==> src/rtl/brc_pkg.sv <==
// Shared types for the branch unit.
// Assumes unprefixed opcodes only; prefixed forms are decoded elsewhere.
package brc_pkg;
    typedef enum logic [3:0] {
        K_NONE, K_JP, K_JPCC, K_JR, K_JRCC, K_DJNZ,
        K_JPHL, K_CALL, K_CALLCC, K_RET, K_RETCC, K_RST
    } brc_kind_e;
endpackage

==> src/rtl/brc_decode.sv <==
// Classifies an opcode byte into a transfer kind and extracts the condition
// index. Assumes the opcode is stable while being decoded; purely combinational.
module brc_decode
    import brc_pkg::*;
(
    input  logic [7:0] opcode,
    output brc_kind_e  kind,
    output logic [2:0] cc
);
    // Opcode classification; relative conditionals use only two index bits
    always_comb begin
        kind = K_NONE;
        cc   = opcode[5:3];
        casez (opcode)
            8'hC3:        kind = K_JP;
            8'h18:        kind = K_JR;
            8'h10:        kind = K_DJNZ;
            8'hE9:        kind = K_JPHL;
            8'hCD:        kind = K_CALL;
            8'hC9:        kind = K_RET;
            8'b001??000: begin
                kind = K_JRCC;
                cc   = {1'b0, opcode[4:3]};
            end
            8'b11???010:  kind = K_JPCC;
            8'b11???100:  kind = K_CALLCC;
            8'b11???000:  kind = K_RETCC;
            8'b11???111:  kind = K_RST;
            default:      kind = K_NONE;
        endcase
    end
endmodule

==> src/rtl/brc_cond.sv <==
// Evaluates one of eight flag conditions. Even indices test a flag clear,
// odd indices test it set. Assumes the flag layout S=7, Z=6, PV=2, C=0.
module brc_cond (
    input  logic [7:0] flags,
    input  logic [2:0] cc,
    output logic       hit
);
    logic       flag_sel;
    logic       unused_flag_bits;

    assign unused_flag_bits = ^{flags[5:3], flags[1]};

    // Pick the flag tested by the upper two index bits
    always_comb begin
        case (cc[2:1])
            2'd0:    flag_sel = flags[6];
            2'd1:    flag_sel = flags[0];
            2'd2:    flag_sel = flags[2];
            default: flag_sel = flags[7];
        endcase
    end

    // Low index bit chooses set versus clear
    assign hit = cc[0] ? flag_sel : ~flag_sel;
endmodule

==> src/rtl/brc_target.sv <==
// Computes the branch destination for each kind. Assumes pc_in already
// points past the instruction. Returns pc_in for kinds without a target.
module brc_target
    import brc_pkg::*;
#(
    parameter int PC_W = 16
) (
    input  brc_kind_e         kind,
    input  logic [7:0]        opcode,
    input  logic [PC_W-1:0]   pc_in,
    input  logic [PC_W-1:0]   operand,
    input  logic [PC_W-1:0]   hl_in,
    output logic [PC_W-1:0]   target
);
    localparam int EXT_W = PC_W - 8;
    localparam int RST_PAD = PC_W - 6;

    logic [PC_W-1:0] rel_tgt;
    logic [PC_W-1:0] rst_tgt;

    assign rel_tgt = pc_in + {{EXT_W{operand[7]}}, operand[7:0]};
    assign rst_tgt = {{RST_PAD{1'b0}}, opcode[5:3], 3'b000};

    // Destination select by kind
    always_comb begin
        case (kind)
            K_JP, K_JPCC, K_CALL, K_CALLCC: target = operand;
            K_JR, K_JRCC, K_DJNZ:           target = rel_tgt;
            K_JPHL:                         target = hl_in;
            K_RST:                          target = rst_tgt;
            default:                        target = pc_in;
        endcase
    end
endmodule

==> src/rtl/brc_unit.sv <==
// Branch condition and target unit. Accepts one transfer instruction when
// ready, resolves it, and for taken calls, restarts and returns exchanges a
// two-byte return address with an external stack over req/ack.
// Assumes the stack handles its own pointer; bytes move when req && ack.
module brc_unit
    import brc_pkg::*;
#(
    parameter int PC_W = 16
) (
    input  logic              clk,
    input  logic              rst_n,
    input  logic              op_valid,
    input  logic [7:0]        opcode,
    input  logic [7:0]        flags,
    input  logic [7:0]        b_in,
    input  logic [PC_W-1:0]   pc_in,
    input  logic [PC_W-1:0]   operand,
    input  logic [PC_W-1:0]   hl_in,
    output logic              ready,
    output logic              done,
    output logic              redirect,
    output logic [PC_W-1:0]   next_pc,
    output logic              b_wr,
    output logic [7:0]        b_new,
    output logic              stk_push_req,
    output logic [7:0]        stk_wdata,
    output logic              stk_pop_req,
    input  logic [7:0]        stk_rdata,
    input  logic              stk_ack
);
    localparam int HALF_W = PC_W / 2;

    typedef enum logic [2:0] {S_IDLE, S_PUSH_HI, S_PUSH_LO, S_POP_LO, S_POP_HI} st_e;

    st_e             state;
    brc_kind_e       kind;
    logic [2:0]      cc;
    logic            cond_hit;
    logic            taken;
    logic [7:0]      b_dec;
    logic [PC_W-1:0] target;
    logic [PC_W-1:0] ret_q;
    logic [PC_W-1:0] tgt_q;
    logic [7:0]      lo_q;
    logic            accept;
    logic            is_push;
    logic            is_pop;

    brc_decode u_dec (.opcode(opcode), .kind(kind), .cc(cc));
    brc_cond   u_cond (.flags(flags), .cc(cc), .hit(cond_hit));
    brc_target #(.PC_W(PC_W)) u_tgt (
        .kind(kind), .opcode(opcode), .pc_in(pc_in),
        .operand(operand), .hl_in(hl_in), .target(target)
    );

    assign b_dec  = b_in - 8'd1;
    assign accept = op_valid && (state == S_IDLE);

    // Taken decision per kind
    always_comb begin
        case (kind)
            K_JP, K_JR, K_JPHL, K_CALL, K_RET, K_RST: taken = 1'b1;
            K_JPCC, K_JRCC, K_CALLCC, K_RETCC:       taken = cond_hit;
            K_DJNZ:                                  taken = (b_dec != 8'd0);
            default:                                 taken = 1'b0;
        endcase
    end

    assign is_push = taken && (kind == K_CALL || kind == K_CALLCC || kind == K_RST);
    assign is_pop  = taken && (kind == K_RET || kind == K_RETCC);

    // Sequencer: resolves simple kinds at once, walks stack bytes otherwise
    always_ff @(posedge clk) begin
        if (!rst_n) begin
            state    <= S_IDLE;
            done     <= 1'b0;
            redirect <= 1'b0;
            b_wr     <= 1'b0;
            b_new    <= '0;
            next_pc  <= '0;
            ret_q    <= '0;
            tgt_q    <= '0;
            lo_q     <= '0;
        end else begin
            done     <= 1'b0;
            redirect <= 1'b0;
            b_wr     <= 1'b0;
            case (state)
                S_IDLE: if (accept) begin
                    if (is_push) begin
                        ret_q <= pc_in;
                        tgt_q <= target;
                        state <= S_PUSH_HI;
                    end else if (is_pop) begin
                        state <= S_POP_LO;
                    end else begin
                        done     <= 1'b1;
                        redirect <= taken;
                        next_pc  <= taken ? target : pc_in;
                        b_wr     <= (kind == K_DJNZ);
                        b_new    <= b_dec;
                    end
                end
                S_PUSH_HI: if (stk_ack) state <= S_PUSH_LO;
                S_PUSH_LO: if (stk_ack) begin
                    done     <= 1'b1;
                    redirect <= 1'b1;
                    next_pc  <= tgt_q;
                    state    <= S_IDLE;
                end
                S_POP_LO: if (stk_ack) begin
                    lo_q  <= stk_rdata;
                    state <= S_POP_HI;
                end
                S_POP_HI: if (stk_ack) begin
                    done     <= 1'b1;
                    redirect <= 1'b1;
                    next_pc  <= {stk_rdata, lo_q};
                    state    <= S_IDLE;
                end
                default: state <= S_IDLE;
            endcase
        end
    end

    assign ready        = (state == S_IDLE);
    assign stk_push_req = (state == S_PUSH_HI) || (state == S_PUSH_LO);
    assign stk_pop_req  = (state == S_POP_LO) || (state == S_POP_HI);
    assign stk_wdata    = (state == S_PUSH_HI) ? ret_q[PC_W-1:HALF_W] : ret_q[HALF_W-1:0];

    // redirect never appears without done
    a_r9_redirect_with_done: assert property (@(posedge clk) disable iff (!rst_n)
        redirect |-> done);

    // push and pop never requested together
    a_r6_push_pop_exclusive: assert property (@(posedge clk) disable iff (!rst_n)
        !(stk_push_req && stk_pop_req));

    // no new instruction accepted during a stack exchange
    a_r9_busy_not_ready: assert property (@(posedge clk) disable iff (!rst_n)
        (stk_push_req || stk_pop_req) |-> !ready);

    // an unacknowledged push holds its request and data
    a_r6_push_held: assert property (@(posedge clk) disable iff (!rst_n)
        (stk_push_req && !stk_ack) |=> (stk_push_req && $stable(stk_wdata)));

    // after the high byte is accepted a second push follows
    a_r6_hi_then_lo: assert property (@(posedge clk) disable iff (!rst_n)
        (state == S_PUSH_HI && stk_ack) |=> (stk_push_req && stk_wdata == ret_q[HALF_W-1:0]));

    // loop counter write-back is the accepted B minus one
    a_r3_djnz_decrement: assert property (@(posedge clk) disable iff (!rst_n)
        b_wr |-> (b_new == $past(b_in) - 8'd1));
endmodule

==> config.mk <==
export PLATFORM = sky130hd
export DESIGN_NAME = brc_unit
export DESIGN_NICKNAME = d
export VERILOG_FILES = /design/src/rtl/brc_pkg.sv /design/src/rtl/brc_decode.sv /design/src/rtl/brc_cond.sv /design/src/rtl/brc_target.sv /design/src/rtl/brc_unit.sv
export SDC_FILE = /design/constraint.sdc
export NUM_CORES = 1
export LEC_CHECK = 0
export ABC_AREA = 1
export BUFFER_PORTS_ARGS = -buffer_cell sky130_fd_sc_hd__buf_2
export CAP_MARGIN = 30
export CORE_MARGIN = 2
export CORE_UTILIZATION = 35
export DETAILED_ROUTE_END_ITERATION = 8
export MAX_ROUTING_LAYER = met4
export SYNTH_ARGS = -nofsm -noshare
export SYNTH_HDL_FRONTEND = slang
export SYNTH_SLANG_ARGS = --single-unit
export TNS_END_PERCENT = 1
==> constraint.sdc <==
create_clock -name clk -period 2.2 [get_ports clk]
set_input_delay 0.11 -clock clk [delete_from_list [all_inputs] [get_ports clk]]
set_output_delay 0.11 -clock clk [all_outputs]
set_load 0.005 [all_outputs]
### Word level (Yosys, flattened, before mapping)

Index checks and enable logic that the tools add are counted.
Widths: inputs -> output; s select.

| word-level totals | value |
|---|---|
| bits of input ports | 84 |
| register bits after elaboration | 70 |
| word-level logic and storage cells | 107 |
| output and inout port bits | 38 |

| cells by class | value |
|---|---|
| add/sub/neg operators | 2 |
| bitwise operators | 6 |
| reduce and logical (&&, ||, !) cells | 23 |
| eq/ne operators | 37 |
| muxes and demuxes | 30 |

Operators with widths:

| kind | count |
|---|---|
| $mux 16 | 6 |
| $pmux 16 s4 | 1 |
| $pmux 16 s3 | 1 |
| $pmux 4 s11 | 1 |
| $eq 8x8->1 const B | 4 |
| $mux 3 | 7 |
| $eq 5x5->1 const B | 4 |
| $add 16x16->16 | 1 |
| $eq 4x3->1 const B | 4 |
| $eq 4x4->1 const B | 4 |
| $eq 8x5->1 const B | 2 |
| $ne 2x2->1 const B | 6 |
| $pmux 3 s4 | 1 |
| $eq 4x2->1 const B | 2 |
| $mux 1 | 8 |
| $mux 8 | 1 |
| $reduce_bool 8->1 | 1 |
| $reduce_or 4->1 | 2 |
| $sub 8x1->8 const B | 1 |
| $eq 3x2->1 const B | 2 |
| $eq 6x4->1 const B | 1 |
| $not 1->1 | 6 |
| $pmux 1 s3 | 2 |
| $reduce_and 6->1 | 1 |
| other kinds (21) | 29 |

### Depth between registers and ports, before layout

Gate-level depths: netlist of run 1.

| depth | value |
|---|---|
| word-level depth | 12 |
| mapped depth | 17 |
| mapped depth without buffers | 16 |

### Cells and area by module

From an unflattened synthesis of run 1, not the netlist that was laid out.

| second synthesis, totals | value |
|---|---|
| cells, all modules | 912 |
| area, all modules | 5,342.6 µm² |

By module, submodules not included:

| module | times used | area an instance (µm²) | cells an instance |
|---|---|---|---|
| brc_unit | 1 | 3,574.7 | 539 |
| brc_target | 1 | 1,427.6 | 298 |
| brc_decode | 1 | 282.8 | 62 |
| brc_cond | 1 | 57.6 | 13 |

### Worst setup path before layout of run 1

OpenSTA, ideal clock, no wires.

| path | value |
|---|---|
| path type | input-to-reg |
| from | input pc_in[0] |
| to | register next_pc[4] |
| path slack | 0.429 ns |
| arrival time | 1.658 ns |
| library setup time | 0.113 ns |
| buffers on the path | 0 |
| cell stages on the path | 13 |
| path through | ha_1 > fa_1 > nand3_1 > nand2_1 > or2_2 > nand3_1 > nand3b_1 > nor2_1 > nand2_1 > inv_1 > nor2_1 > nor2_1 > nor2_1 |

| between the ends | value |
|---|---|
| longest elaborated chain between the ends | 7 |

Ends and longest elaborated chain:

| what | RTL line | RTL |
|---|---|---|
| start, declared | brc_unit.sv:16 | `input logic [PC_W-1:0] pc_in,` |
| $add 16x16->16 | brc_target.sv:21 | `assign rel_tgt = pc_in + {{EXT_W{operand[7]}}, operand[7:0]};` |
| $pmux 16 s4 | brc_target.sv:26 | `case (kind)` |
| $mux 16 | brc_unit.sv:99 | `next_pc <= taken ? target : pc_in;` |
| $mux 16 | brc_unit.sv:94 | `end else if (is_pop) begin` |
| $mux 16 | brc_unit.sv:90 | `if (is_push) begin` |
| $mux 16 | brc_unit.sv:89 | `S_IDLE: if (accept) begin` |
| $pmux 16 s3 | brc_unit.sv:88 | `case (state)` |
| end signal, assigned | brc_unit.sv:99 |  |
| end signal, assigned | brc_unit.sv:108 | `next_pc <= tgt_q;` |
| end signal, assigned | brc_unit.sv:118 | `next_pc <= {stk_rdata, lo_q};` |
| end, declared | brc_unit.sv:22 | `output logic [PC_W-1:0] next_pc,` |

No other way between the ends. The select of a mux whose other input is x is not followed.
A chain may end at the register's enable or synchronous reset.

### Worst setup path in the final report of run 1

| path | value |
|---|---|
| from | register state[0] |
| to | output stk_wdata[0] |

| between the ends | value |
|---|---|
| longest elaborated chain between the ends | 2 |

Ends and longest elaborated chain:

| what | RTL line | RTL |
|---|---|---|
| start, declared | brc_unit.sv:35 | `st_e state;` |
| start signal, assigned | brc_unit.sv:75 | `state <= S_IDLE;` |
| start signal, assigned | brc_unit.sv:93 | `state <= S_PUSH_HI;` |
| start signal, assigned | brc_unit.sv:95 | `state <= S_POP_LO;` |
| $eq 3x1->1 | brc_unit.sv:129 | `assign stk_wdata = (state == S_PUSH_HI) ? ret_q[PC_W-1:HALF_W] : ret_q[HALF_W-1:0];` |
| $mux 8 | brc_unit.sv:129 |  |
| end, declared | brc_unit.sv:26 | `output logic [7:0] stk_wdata,` |

No other way between the ends.

==> results of run 1 <==
## per-stage QoR
step	instance area [um2]	total power [mW]	utilization (%)	hold WS [ns]	setup slack, ns
5_1_grt	6100	3.96	43.7	0.0867	0.0628
2_1_floorplan	5030	2.02	-	0.200	0.429
4_1_cts	6100	3.75	43.7	0.0742	0.252
3_3_place_gp	5800	2.36	41.6	0.324	0.0932
6_report	6100	3.72	43.7	0.0896	0.238
3_5_place_dp	5800	2.36	41.6	0.330	0.0535
## worst max path at each step
stage                        start      endpoint  depth (start not counted)
after CTS                 state[2]  stk_wdata[0]                          6
after global routing      state[2]  stk_wdata[0]                          6
after floorplan           pc_in[0]    next_pc[4]                         13
after detailed placement   b_in[0]   next_pc[15]                         15
final                     state[0]  stk_wdata[0]                          5
after global placement     b_in[0]   next_pc[15]                         15
## layout by cell type, fill, tap and decap left out, types with 3 or more instances in the layout
| cell type | n |
|---|---|
| nand3_1 | 58 |
| nand4_1 | 5 |
| clkbuf_8 | 3 |
| nor2_1 | 115 |
| nand2_2 | 10 |
| a21oi_2 | 3 |
| o21ai_0 | 69 |
| nor3_2 | 3 |
| buf_2 | 117 |
| a22oi_1 | 7 |
| nand3b_1 | 11 |
| clkbuf_16 | 9 |
| dfxtp_1 | 70 |
| a211oi_2 | 6 |
| o21ai_1 | 26 |
| buf_4 | 15 |
| inv_2 | 9 |
| a21oi_1 | 54 |
| nor2_2 | 6 |
| nand3_2 | 6 |
| nand2_1 | 188 |
| ha_1 | 17 |
| nor3_1 | 7 |
| inv_1 | 102 |
## routing by layer
layer	routed length [um]	vias up	track usage [%]
met5	0	-	-
met3	854	13	3.21
li1	-	2890	-
met2	6360	141	30.0
met4	172	0	5.54
met1	7790	2369	30.7
## cells by family (layout without fill, tap and decap cells)
logic type                 after synthesis  in the layout  share of synthesized area, %
and+or+nand+nor                        414            414                          35.9
xor gates and xnor gates                 3              3                         0.523
AOI/OAI and AO/OA                      173            173                          19.4
buffers and inverters                  138            261                          11.7
adders and majority gates               18             18                          4.63
DFF                                     70             70                          27.9
## cell type report
cell class                 count  area [um2]
tap                          180         225
inverter                     111         417
clock buffer                  13         270
timing repair buffer         134         728
fill                        1542        7840
multi-input combinational    608        3040
sequential                    70        1400
clock inverter                 3        17.5
## worst register-to-register path, stage by stage, from the launching register on
cell,delay (ns)
dfxtp_1,0.31
nor2_1,0.12
inv_1,0.06
nor2_1,0.12
inv_1,0.06
nor2_1,0.31
nand3_2,0.17
inv_2,0.33
nand2_1,0.13
a21oi_1,0.15
## state kept, by name, indices dropped and copies added, names as in the netlist
name / cells
b_new: 8
b_wr: 1
done: 1
lo_q: 8
next_pc: 16
redirect: 1
ret_q: 16
state: 3
tgt_q: 16
## power groups by stage
stage / Sequential, mW / Combinational, mW / Clock (mW)
4_1_cts: 1.39 / 0.947 / 1.41
5_1_grt: 1.40 / 1.08 / 1.47
2_1_floorplan: 1.42 / 0.597 / 0
3_5_place_dp: 1.42 / 0.941 / 0
3_3_place_gp: 1.42 / 0.936 / 0
6_report: 1.39 / 0.950 / 1.38
==> flow_metrics.env, run 1 <==
export IMPL_clk_pin_slew_ns=0.06
export IMPL_worstMarginPinSlew_ns=0.573
export IMPL_p_clk_share_pct=37.1
export IMPL_antenna_found_initial=0
export IMPL_synthCells=816
export IMPL_fin_crit_sh_pct=89.2
export IMPL_io_pins=122
export IMPL_cp_data_arrival_time_ns=1.85
export IMPL_fin_worst_skew_ns=0.00826
export IMPL_cp_start_kind="register"
export IMPL_cts_hold_buf=1
export IMPL_ys_ff_latch=70
export IMPL_setup_viol=0
export IMPL_yosysTopAreaCellShare_pct=27.9
export IMPL_path_cells="nand2_1, inv_1, nand2_1, o21ai_0, buf_2"
export IMPL_worst_path_max_fanout=18
export IMPL_yosys_top_cells_area="dfxtp_1, nand2_1, nor2_1"
export IMPL_hpwl_um=11900
export IMPL_min_period_ns=1.96
export IMPL_slowest_stage="o21ai_0"
export IMPL_power_density_nw_per_um2=611
export IMPL_outcome="complete, no violations"
export IMPL_drive_gt1_share_pct=21.0
export IMPL_cp_end_kind="output port"
export IMPL_coreArea_um2=13900
export IMPL_slew_headroom_pct=61.7
export IMPL_synth_top_area_cell="dfxtp_1"
export IMPL_num_vias=5413
export IMPL_rr_endpoint="ret_q[1]"
export IMPL_p_int_mw=2.55
export IMPL_cts_buffers=9
export IMPL_wire_per_inst_um=13.6
export IMPL_crit_path_max_incr_delay_ns=0.45
export IMPL_h_tree_depth=3
export IMPL_cts_resized=0
export IMPL_fp_dieH_um=124
export IMPL_avgSynthCellArea_um2=6.16
export IMPL_timing_critical_path_mode_cell="nand2_1"
export IMPL_critPathKind="reg -> out"
export IMPL_rows=43
export IMPL_dieArea_um2=15300
export IMPL_detail_route_antenna_nets=0
export IMPL_hold_end="ret_q[7]"
export IMPL_overflow=0
export IMPL_r2r_start="state[2]"
export IMPL_r2r_cells=9
export IMPL_syn_area_um2=5030
export IMPL_tns_ns=0
export IMPL_drt_first_pass_iters=5
export IMPL_clkLatencyLatePin_ns=0.33
export IMPL_synth_most_common_cell="nand2_1"
export IMPL_maxCapViolations=0
export IMPL_clk_path_buf_depth=2
export IMPL_clkSinkCount=70
export IMPL_wl_um=15200
export IMPL_yosysWarningCount=0
export IMPL_initial_utilization_pct=36.1
export IMPL_syn_nets=918
export IMPL_cts_setup_buffers=0
export IMPL_synthFlopType="dfxtp_1"
export IMPL_synthArstFlopShare_pct=0
export IMPL_gp_congestion=0.925
export IMPL_grt_total_usage_pct=21.0
export IMPL_hp_class="in -> reg"
export IMPL_drc_errors=0
export IMPL_synthToLayoutAreaGrowth_pct=21.3
export IMPL_synth_cell_types=38
export IMPL_grt_pass1_vias=4803
export IMPL_avgViaCountPerCell=4.84
export IMPL_synth_edff_count=0
export IMPL_seqPwrFrac_pct=37.4
export IMPL_portBuffers=117
export IMPL_grt_pass1_wl_um=24200
export IMPL_grt_max_degree=38
export IMPL_required_ns=2.09
export IMPL_dp_cells=1102
export IMPL_path_delay_family="compound AO/OA/AOI/OAI gates"
export IMPL_rsz0062_at_grt="false"
export IMPL_final_max_slew_violation_count=0
export IMPL_yosysSeqAreaShare_pct=27.9
export IMPL_pwr_share_comb_pct=25.5
export IMPL_fmax_ghz=0.510
export IMPL_worstHoldStart="pc_in[7]"
export IMPL_leakage_nw=3.01
export IMPL_p_switching_mw=1.17
export IMPL_drt_iter0_drc=306
export IMPL_p_sw_share_pct=31.4
export IMPL_crit_buf_inv=2
export IMPL_r2r_setup_slack_ns=0.36
export IMPL_finalHoldViolCount=0
export IMPL_diodes=0
export IMPL_final_cells=1119
export IMPL_cts_root_buf="clkbuf_16"
export IMPL_netlist_top_cells_count="nand2_1, nor2_1, inv_1, dfxtp_1, o21ai_0"
export IMPL_hold_path_depth=3
export IMPL_nets=1036
export IMPL_cts_tree="built"
export IMPL_die_x_um=124
export IMPL_ir_worst_vdd_uv=340
Power figures use the tool's default switching activity.
==> run 2, diff against run 1 <==
- ABC_AREA: 1 -> 0
- SYNTH_HIERARCHICAL: unset -> 1
==> run 2 against run 1 <==
Net effect: the run now ends with negative setup slack left; setup slack worse by 0.50 ns; first-iteration DRC count up 67%; routed wire length up 38%; design area up 34%; synthesized area up 12%; final cell count up 3.0%; synthesized cell count down 13%; sequential power about the same; core utilization up 8.2 points; critical path depth up 9; clock skew down 0.0013 ns; largest power group is now combinational logic.
==> flow_metrics.env, run 2 <==
export IMPL_nets=1035
export IMPL_cts_root_buf="clkbuf_16"
export IMPL_synthCells=709
export IMPL_worstHoldStart="stk_rdata[7]"
export IMPL_r2r_setup_slack_ns=0.29
export IMPL_power_density_nw_per_um2=505
export IMPL_final_common_cell="buf_4"
export IMPL_violations="negative setup slack"
export IMPL_cp_end_kind="register"
export IMPL_synthToLayoutAreaGrowth_pct=46.0
export IMPL_fin_crit_sh_pct=112
export IMPL_synth_top_area_cell="dfxtp_1"
export IMPL_min_period_ns=2.47
export IMPL_cts_hold_buf=0
export IMPL_fp_dieH_um=131
export IMPL_dieArea_um2=17100
export IMPL_rows=46
export IMPL_drt_first_pass_iters=5
export IMPL_layout_setup_ws_ns=-0.266
export IMPL_synthFlopType="dfxtp_1"
export IMPL_synth_edff_count=0
export IMPL_slew_headroom_pct=70.9
export IMPL_grt_util_met2_pct=38.6
export IMPL_yosysWarningCount=6
export IMPL_leakage_nw=3.68
export IMPL_p_int_mw=2.77
export IMPL_wire_per_inst_um=18.1
export IMPL_hold_end="lo_q[7]"
export IMPL_top_usage_layer="met2"
export IMPL_io_pins=122
export IMPL_pwr_share_comb_pct=34.8
export IMPL_yosysTopAreaCellShare_pct=25.0
export IMPL_syn_nets=811
export IMPL_outcome="finished with violations"
export IMPL_antenna_found_initial=0
export IMPL_final_cell_mix="buf_4, buf_2, dfxtp_1"
export IMPL_drt_iter0_drc=512
export IMPL_drive_gt1_share_pct=38.8
export IMPL_synth_most_common_cell="nor2_1"
export IMPL_hold_path_depth=3
export IMPL_netlist_top_cells_count="nor2_1, dfxtp_1, nand2_1, a21oi_1, mux2i_1"
export IMPL_grt_max_degree=33
export IMPL_use_met1_pct=32.7
export IMPL_p_total_mw=4.13
export IMPL_cts_buffers=9
export IMPL_clk_pin_slew_ns=0.06
export IMPL_fin_worst_skew_ns=0.00691
export IMPL_detail_route_antenna_nets=0
export IMPL_final_max_slew_violation_count=0
export IMPL_cts_tree="built"
export IMPL_p_switching_mw=1.36
export IMPL_reg_top3="next_pc: 16 flops, ret_q: 16 flops, tgt_q: 16 flops"
export IMPL_portBuffers=117
export IMPL_clk_path_buf_depth=2
export IMPL_fin_area_um2=8190
export IMPL_initial_utilization_pct=35.6
export IMPL_cp_data_arrival_time_ns=2.67
export IMPL_grtUsageMet3_pct=4.68
export IMPL_hpwl_um=15700
export IMPL_grt_pass1_wl_um=32000
export IMPL_die_x_um=131
export IMPL_ys_ff_latch=70
export IMPL_yosysSeqAreaShare_pct=25.0
export IMPL_rsz0062_at_grt="true"
export IMPL_clkLatencyLatePin_ns=0.35
export IMPL_p_clk_share_pct=31.8
export IMPL_gp_congestion=0.947
export IMPL_coreArea_um2=15800
export IMPL_wl_um=20900
export IMPL_p_sw_share_pct=32.9
export IMPL_seqPwrFrac_pct=33.3
export IMPL_syn_area_um2=5610
export IMPL_h_tree_depth=3
export IMPL_maxCapViolations=0
export IMPL_hp_class="in -> reg"
export IMPL_avgViaCountPerCell=5.64
export IMPL_drc_errors=0
export IMPL_ir_worst_vdd_uv=389
export IMPL_r2r_start="state[2]"
export IMPL_yosys_top_cells_area="dfxtp_1, mux2i_1, nor2_1"
export IMPL_rr_endpoint="next_pc[7]"
export IMPL_num_vias=6498
export IMPL_synthArstFlopShare_pct=0
export IMPL_cp_start_kind="input pin"
export IMPL_grt_total_usage_pct=24.9
export IMPL_fmax_ghz=0.406
export IMPL_tns_ns=-5.63
export IMPL_worstMarginPinSlew_ns=0.436
export IMPL_required_ns=2.40
export IMPL_overflow=0
export IMPL_setup_viol=48
export IMPL_place_area_um2=7470
export IMPL_clkSinkCount=70
export IMPL_worst_path_max_fanout=7
export IMPL_finalHoldViolCount=0
export IMPL_avgSynthCellArea_um2=7.91
export IMPL_synth_cell_types=83
export IMPL_grt_pass1_vias=6101
export IMPL_critPathKind="in -> reg"
export IMPL_r2r_cells=6
export IMPL_diodes=0
run 2: cells by family after synthesis:
kind of cell | Yosys count | synth area share [%]
AOI/OAI and AO/OA | 231 | 29.6
xor gates and xnor gates | 15 | 2.34
buffers and inverters | 74 | 6.72
DFF | 70 | 25.0
muxes | 46 | 8.63
adders and majority gates | 18 | 4.15
and+or+nand+nor | 255 | 23.5
run 2: how the worst max path moves through the flow:
| stage | cells past startpoint | start | to |
|---|---|---|---|
| 6_report | 14 | opcode[1] | next_pc[7] |
| 5_1_grt | 12 | opcode[1] | next_pc[11] |
| 4_1_cts | 14 | opcode[5] | next_pc[7] |
| 3_5_place_dp | 12 | opcode[2] | next_pc[5] |
| 3_3_place_gp | 12 | opcode[1] | next_pc[14] |
| 2_1_floorplan | 11 | opcode[1] | next_pc[13] |
run 2: layer usage:
metal	share of wire, %	vias to the layer above
met5	0	-
met4	2.8	0
met3	6.9	51
met2	46	261
met1	44	3060
li1	-	3126
run 2: critical path, stage by stage:
cell       delay (ns)
buf_8            0.10
or4b_4           0.52
o21ai_2          0.16
o21a_2           0.16
or3b_4           0.42
buf_6            0.16
a2bb2oi_2        0.12
o22ai_1          0.14
buf_4            0.17
nand2_1          0.05
nor2_1           0.11
a211oi_2         0.07
a31oi_1          0.23
a41oi_2          0.14
run 2: layout make-up:
type	count	area, um2
Clock buffer	11	233
Clock inverter	4	25.0
Fill cell	1531	7580
Inverter	15	58.8
Multi-Input combinational cell	565	4190
Sequential cell	70	1400
Tap cell	216	270
Timing Repair Buffer	272	2010
run 2: power by group through the flow:
stage | registers (mW) | logic (mW) | clock network [mW]
3_3_place_gp | 1.41 | 1.30 | 0
2_1_floorplan | 1.39 | 0.692 | 0
3_5_place_dp | 1.40 | 1.31 | 0
5_1_grt | 1.38 | 1.55 | 1.39
4_1_cts | 1.38 | 1.36 | 1.34
6_report | 1.38 | 1.44 | 1.31
run 2: timing repair:
action                                  4_1_cts  5_1_grt
endpoints found under the setup margin       49       59
cloned                                        0        1
buffers inserted                              2        7
pin swaps                                    13       22
gates resized for setup                      38       37
run 2: through the flow:
step | util, % | instances | hold WS [ns] | worst slack, ns
final | 51.9 | 1153 | 0.0143 | -0.266
after global routing | 51.9 | 1153 | 0.0174 | -0.382
after CTS | 50.2 | 1145 | 0.00941 | -0.229
after detailed placement | 47.4 | 1128 | 0.371 | -0.786
after global placement | 47.4 | 1128 | 0.369 | -0.706
after floorplan | - | 709 | 0.246 | -0.403
